`config.mk`:
```
export PLATFORM = sky130hd
export DESIGN_NAME = mag_cmp_chain
export DESIGN_NICKNAME = d
export VERILOG_FILES = /design/src/rtl/mag_cmp_pkg.sv /design/src/rtl/mag_cmp_slice.sv /design/src/rtl/mag_cmp_chain.sv
export SDC_FILE = /design/constraint.sdc
export NUM_CORES = 1
export LEC_CHECK = 0
export BUFFER_PORTS_ARGS = -buffer_cell sky130_fd_sc_hd__buf_2
export CAP_MARGIN = 0
export CORE_AREA = 2 2 39 41
export DETAILED_ROUTE_END_ITERATION = 8
export DIE_AREA = 0 0 41 43
export PLACE_DENSITY = 0.73
export SETUP_SLACK_MARGIN = 0.5
export SLEW_MARGIN = 0
export SYNTH_ARGS = -nofsm -noshare
export SYNTH_HDL_FRONTEND = slang
export SYNTH_SLANG_ARGS = --single-unit
```
`constraint.sdc`:
```
create_clock -name vclk -period 2.7
set_clock_uncertainty 0.2 [all_clocks]
set_input_delay 0.27 -clock vclk [all_inputs]
set_output_delay 0.27 -clock vclk [all_outputs]
set_load 0.05 [all_outputs]
```
`src/rtl/mag_cmp_pkg.sv`:
```
package mag_cmp_pkg;

    // Relation between two operands; exactly one field is set when well formed.
    typedef struct packed {
        logic lt;
        logic eq;
        logic gt;
    } rel_t;

    // Relation fed into the least significant slice.
    localparam rel_t REL_SEED = '{lt: 1'b0, eq: 1'b1, gt: 1'b0};

    // Combine a slice's own relation with the one arriving from below.
    function automatic rel_t merge_rel(input rel_t own, input rel_t below);
        rel_t r;
        r.lt = own.lt | (own.eq & below.lt);
        r.eq = own.eq & below.eq;
        r.gt = own.gt | (own.eq & below.gt);
        return r;
    endfunction

endpackage

```
`src/rtl/mag_cmp_slice.sv`:
```
module mag_cmp_slice
    import mag_cmp_pkg::*;
#(
    parameter int SW = 4
) (
    input  logic [SW-1:0] a_i,
    input  logic [SW-1:0] b_i,
    input  rel_t          casc_i,
    output rel_t          rel_o
);

    always_comb begin
        logic same;
        logic found;
        logic above;
        rel_t own;

        // Equality: every bit pair must match.
        same = 1'b1;
        for (int i = 0; i < SW; i++) begin
            same = same & ~(a_i[i] ^ b_i[i]);
        end

        // Magnitude: first differing bit scanning from the top decides.
        found = 1'b0;
        above = 1'b0;
        for (int i = SW - 1; i >= 0; i--) begin
            if (!found && (a_i[i] != b_i[i])) begin
                found = 1'b1;
                above = a_i[i];
            end
        end

        own.eq = same;
        own.gt = above;
        own.lt = ~(same | above);
        rel_o  = merge_rel(own, casc_i);

        // Checks next to the logic they guard.
        if ($onehot(casc_i)) begin
            p_onehot_r4: assert ($onehot(rel_o));
        end
        if (a_i > b_i) begin
            p_msb_above_r5: assert (rel_o.gt && !rel_o.lt && !rel_o.eq);
        end
        if (a_i < b_i) begin
            p_msb_below_r5: assert (rel_o.lt && !rel_o.gt && !rel_o.eq);
        end
        if (a_i == b_i) begin
            p_pass_r6: assert (rel_o == casc_i);
        end
        if (rel_o.eq) begin
            p_eq_r2: assert ((a_i == b_i) && casc_i.eq);
        end
    end

endmodule

```
`src/rtl/mag_cmp_chain.sv`:
```
module mag_cmp_chain
    import mag_cmp_pkg::*;
#(
    parameter int WIDTH   = 12,
    parameter int SLICE_W = 4
) (
    input  logic [WIDTH-1:0] a_word,
    input  logic [WIDTH-1:0] b_word,
    output logic             lt_o,
    output logic             eq_o,
    output logic             gt_o
);

    localparam int NSLICE = (WIDTH + SLICE_W - 1) / SLICE_W;
    localparam int PW     = NSLICE * SLICE_W;

    logic [PW-1:0] a_pad;
    logic [PW-1:0] b_pad;
    rel_t          link [NSLICE+1];

    // zero-extend to a whole number of slices.
    assign a_pad   = PW'(a_word);
    assign b_pad   = PW'(b_word);

    // seed of the least significant slice.
    assign link[0] = REL_SEED;

    for (genvar g = 0; g < NSLICE; g++) begin : g_slice
        mag_cmp_slice #(.SW(SLICE_W)) u_slice (
            .a_i    (a_pad[g*SLICE_W +: SLICE_W]),
            .b_i    (b_pad[g*SLICE_W +: SLICE_W]),
            .casc_i (link[g]),
            .rel_o  (link[g+1])
        );
    end

    assign lt_o = link[NSLICE].lt;
    assign eq_o = link[NSLICE].eq;
    assign gt_o = link[NSLICE].gt;

endmodule

```
==> flow_summary.toml, run 1 <==
[global_route]
grt_pass1_vias = 530
grt_usage_pct = 14.79
use_met3_pct = 0
met2_usage_pct = 27.81
grt_max_degree = 8
grt_pass1_wl_um = 1959
use_met1_pct = 18.67
antenna_found_initial = 0
grt_overflow = 0
top_usage_layer = "met2"

[layout]
num_antenna_cells = 0
fin_util_pct = 52.08
area_growth_pct = 45.09
clock_buffers = 0
nets = 128
ff_latch_area_sq_um = 0
nFillCells = 139
n_sequential_cell = 0
final_cell_area_sq_um = 720.7
drive_above_1_share_pct = 41.41

[logic_synthesis]
synth_xor_area_share_pct = 8.816
synth_warnings = 0
synth-simple-area-share_pct = 37.03
synth_area_leaders = "ha_1 7.6%, nor2b_1 7.6%, xnor2_1 7.1%, inv_1 6.8%, a221oi_4 5.3%"
yosys.cell_types.count = 36
yosysSeqAreaShare_pct = 0
synth_nets = 99
netlist_instances = 72
netlist_area_sq_um = 496.7
synth_top_area_share_pct = 7.557
synth_compound_area_share_pct = 39.80
synthAdderAreaFrac_pct = 7.557
synth_top_family_by_area = "compound AO/OA/AOI/OAI gates"
synth_top_area_cell = "ha_1"
avgSynthCellArea_sq_um = 6.899
yosysMostFrequentCell = "inv_1"
synth_common_cells = "9 x inv_1, 6 x nor2b_1, 5 x a21oi_1"
yosys-mux-area-fraction_pct = 0

[worst_setup_path]
cpMaxStageDelayCell = "or2_2"
critPathMaxStageDelay_ns = 0.31
crit_fanout = 5
worstSetupStartpoint = "b_word[3]"
worstSetupEndpointType = "output port"
critical-path-top-delay-family = "compound AO/OA/AOI/OAI gates"
worstPathArrival_ns = 1.70
worstPathRequired_ns = 2.23
crit_path_start_kind = "input port"
crit_path_end = "gt_o"
path_cells = "buf_2 -> inv_1 -> ha_4 -> nand2_1 -> o22ai_1 -> or2_2 -> a311oi_2 -> o2bb2ai_2 -> buf_6"
path_buf_inv = 3
path_class = "input port to output port"
worstSetupPathDepth = 9

[detailed_routing]
dr.pass1.iters = 2
ant_nets = 0
wl_per_cell_um = 10.24
num_vias = 589
drtIter0Drc = 5
wirelength_um = 1178
viasPerCell = 5.122
drc = 0

[sta]
fmax_mhz = 460.0
period_share_pct = 80.52
rsz0062_at_grt = "true"
hold_viol_final = 0
fin_crit_ns = 2.174
max-slew-margin-rel_pct = 78.26
slew_viol_final = 0
setup_viol = 0
worst_slew_pin_slew_ns = 0.3219
hold_ws_ns = 0.7309
final.setup.tns_ns = 0

[placement]
dpl.hpwl_um = 1020
place_congestion = 0.7604
port_buffers = 27
dpl_cell_area_sq_um = 670.6

[die]
core_sq_um = 1384
ios = 27
die_w_um = 41
die_h_um = 43
rows = 14
dieArea_sq_um = 1763
start_util_pct = 35.90

[clock_network]
cts_setup_buffers = 0
cts_hold_buffers = 0

[power_and_ir_drop]
p_total_w = 0.0001520
power_density_nw_per_um2 = 210.9
power.leakage_nw = 0.3107
peakVddDrop_v = 0.0001805

[job]
max_cap_viol_count = 0

[hold_path]
whs_path_depth = 3
hp-class = "input port to output port"

[outcome]
status = "complete, no violations"
==> cell families (layout without fill, tap and decap cells) <==
| logic type | Yosys count | in the layout |
|---|---|---|
| buffers and inverters | 9 | 36 |
| XOR/XNOR | 5 | 5 |
| adder cells (fa/ha/maj) | 3 | 3 |
| AO/OA/AOI/OAI | 26 | 26 |
| AND/OR/NAND/NOR | 29 | 29 |
==> layer usage <==
metal | vias up | share of wire, %
met2 | 12 | 51
met1 | 255 | 46
met5 | - | 0
li1 | 322 | -
met4 | 0 | 0
met3 | 0 | 3.1
==> report_power, final <==
| part | switching [W] | internal [W] | total (W) |
|---|---|---|---|
| registers | 0 | 0 | 0 |
| clock network | 0 | 0 | 0 |
| logic | 0.0000806 | 0.0000714 | 0.000152 |
==> how the worst min path moves through the flow <==
stage                    from   end  slack, ns
finish              a_word[9]  lt_o       0.73
global route        a_word[9]  lt_o       0.75
CTS                 a_word[9]  lt_o       0.73
detailed placement  a_word[9]  lt_o       0.77
global placement    a_word[9]  lt_o       0.77
floorplan           a_word[0]  eq_o       0.59
==> cell usage in the layout (no fill, tap or decap), types with 2 or more instances in the layout <==
| cell | netlist | layout |
|---|---|---|
| nor2b_1 | 6 | 6 |
| buf_2 | 0 | 25 |
| xnor2_1 | 4 | 4 |
| nor3_1 | 4 | 3 |
| a21oi_1 | 5 | 5 |
| inv_1 | 9 | 9 |
| o21ai_0 | 4 | 4 |
| ha_4 | 0 | 2 |
| nand2b_1 | 4 | 4 |
| a31oi_1 | 3 | 3 |
| buf_6 | 0 | 2 |
| nand2_1 | 2 | 2 |
| nor2_1 | 3 | 3 |
==> timing repair <==
action                     CTS  global route
setup endpoints to repair    2             2
resized for setup            9             1
pin swaps                    1             1
==> stage by stage <==
stage / setup WS, ns / instances
CTS: 0.4967 / 115
detailed placement: 0.3778 / 115
floorplan: 0.3392 / 72
global route: 0.4416 / 115
global placement: 0.3954 / 115
finish: 0.5259 / 115
==> layout make-up <==
cell class                 count  area (sq um)  share of cell area [%]
inverter                       9         33.78                   4.688
multi-input combinational     63         519.2                   72.05
tap                           16         20.02                   2.778
timing repair buffer          27         147.6                   20.49
Note: power is estimated with default switching activity, not from simulation.
==> inputs of run 2 (changes only) <==
--- a/config.mk
+++ b/config.mk
@@ -10,7 +10,7 @@
 export CORE_AREA = 2 2 39 41
 export DETAILED_ROUTE_END_ITERATION = 8
 export DIE_AREA = 0 0 41 43
-export PLACE_DENSITY = 0.73
+export PLACE_DENSITY = 0.75
 export SETUP_SLACK_MARGIN = 0.5
 export SLEW_MARGIN = 0
 export SYNTH_ARGS = -nofsm -noshare
==> constraint.sdc (replaced) <==
create_clock -name vclk -period 2
set_clock_uncertainty 0.2 [all_clocks]
set_input_delay 0.2 -clock vclk [all_inputs]
set_output_delay 0.2 -clock vclk [all_outputs]
set_load 0.05 [all_outputs]
==> run 2 against run 1 <==
Against the previous run: wire length rose by 26%; die area did not move; critical path type unchanged; worst setup slack got worse by 0.48 ns; sequential share of layout area did not move; core utilization rose by 17 points; non-clock buffer count rose by 5; first-iteration DRC count rose by 100%.
==> flow_summary.toml, run 2 (same netlist as run 1, synthesis figures left out) <==
[layout]
ff_latch_area_sq_um = 0
final_cell_area_sq_um = 958.4
clock_buffers = 0
multi_input_area_sq_um = 643.1
area_growth_pct = 92.95
final_common_cell = "buf_2"
drive_above_1_share_pct = 57.69
num_antenna_cells = 0
nFillCells = 112
layout_common_cells = "19 x buf_2, 7 x buf_6, 6 x nor2b_1"
n_sequential_cell = 0
fin_util_pct = 69.26
nets = 133

[hold_path]
min_to = "lt_o"
whs_path_depth = 3
min_from = "a_word[9]"
hp-class = "input port to output port"

[detailed_routing]
drc = 0
ant_nets = 0
num_vias = 654
highest_layer = "met4"
dr.pass1.iters = 4
wirelength_um = 1489
wl_met1_um = 556
wl_per_cell_um = 12.41
wl_met2_um = 845
drtIter0Drc = 10
viasPerCell = 5.450
routed-wl-met3_um = 71

[global_route]
grt_overflow = 0
antenna_found_initial = 0
grt_usage_pct = 18.20
grt_max_degree = 8
grt_pass1_vias = 619
grt_pass1_wl_um = 2373

[worst_setup_path]
worstPathRequired_ns = 1.60
crit_path_start_kind = "input port"
worstSetupEndpointType = "output port"
path_class = "input port to output port"
worstSetupStartpoint = "a_word[3]"
worstPathArrival_ns = 1.55
crit_fanout = 5

[power_and_ir_drop]
p_total_w = 0.0002856
power.leakage_nw = 0.3853
power_density_nw_per_um2 = 298.0
peakVddDrop_v = 0.0002063

[sta]
max-slew-margin-rel_pct = 73.26
fin_crit_ns = 1.952
hold_viol_final = 0
slew_viol_final = 0
setup_ws_ns = 0.04795
rsz0062_at_grt = "true"
worst_slew_pin_slew_ns = 0.4004
setup_viol = 0
period_share_pct = 97.60
fmax_mhz = 512.3

[die]
core_sq_um = 1384
start_util_pct = 35.90
dieArea_sq_um = 1763
die_w_um = 41
die_h_um = 43
rows = 14
ios = 27

[outcome]
status = "complete, no violations"

[job]
max_cap_viol_count = 0

[placement]
post-place-ws_ns = -0.1370
dpl.hpwl_um = 1234
dpl_cell_area_sq_um = 829.5
place_congestion = 0.7377
port_buffers = 27
run 2: cell count changes in the layout (fill, tap and decap cells not counted), sizes merged:
cell | before | now
buf | 27 | 32
run 2: power breakdown:
group          internal [W]  leakage (nW)  total (W)  switching (W)
Clock                     0             0          0              0
Combinational      0.000140         0.385   0.000286       0.000146
Sequential                0             0          0              0
run 2: per-layer routing:
layer,track usage [%],vias up
met5,0,-
li1,-,333
met3,0,2
met1,21.90,296
met2,33.13,23
met4,4.667,0
run 2: worst max path at each step:
stage / end / slack [ns] / cells past startpoint
final: gt_o / 0.05 / 8
after global routing: gt_o / -0.005 / 8
after CTS: lt_o / 0.05 / 8
after detailed placement: lt_o / -0.14 / 8
after global placement: lt_o / -0.12 / 8
after floorplan: lt_o / 0.07 / 6
run 2: final cells by class:
class	instances	area share, %
multi-input combinational	63	67.10
inverter	9	6.397
tap	16	2.089
timing repair buffer	32	24.41
run 2: through the flow:
stage / hold WS [ns] / cells / setup TNS (ns)
2_1_floorplan: 0.3654 / 72 / 0
6_report: 0.5849 / 120 / 0
3_3_place_gp: 0.6163 / 118 / -0.1992
5_1_grt: 0.5976 / 120 / -0.006631
4_1_cts: 0.5855 / 120 / 0
3_5_place_dp: 0.6164 / 118 / -0.2575
run 2: what timing repair did:
item | 4_1_cts | 5_1_grt
setup endpoints to repair | 3 | 3
setup buffers | 2 | 0
hold buffers | 0 | 0
pin swaps | 9 | 3
gates resized for setup | 22 | 6
run 2: worst max-delay path, stage by stage:
cell and delay [ns]:
buf_6 0.10, ha_4 0.27, nand2b_1 0.10, a21oi_2 0.06, or2_4 0.26, a311oi_4 0.34
o2bb2ai_4 0.08, buf_6 0.15
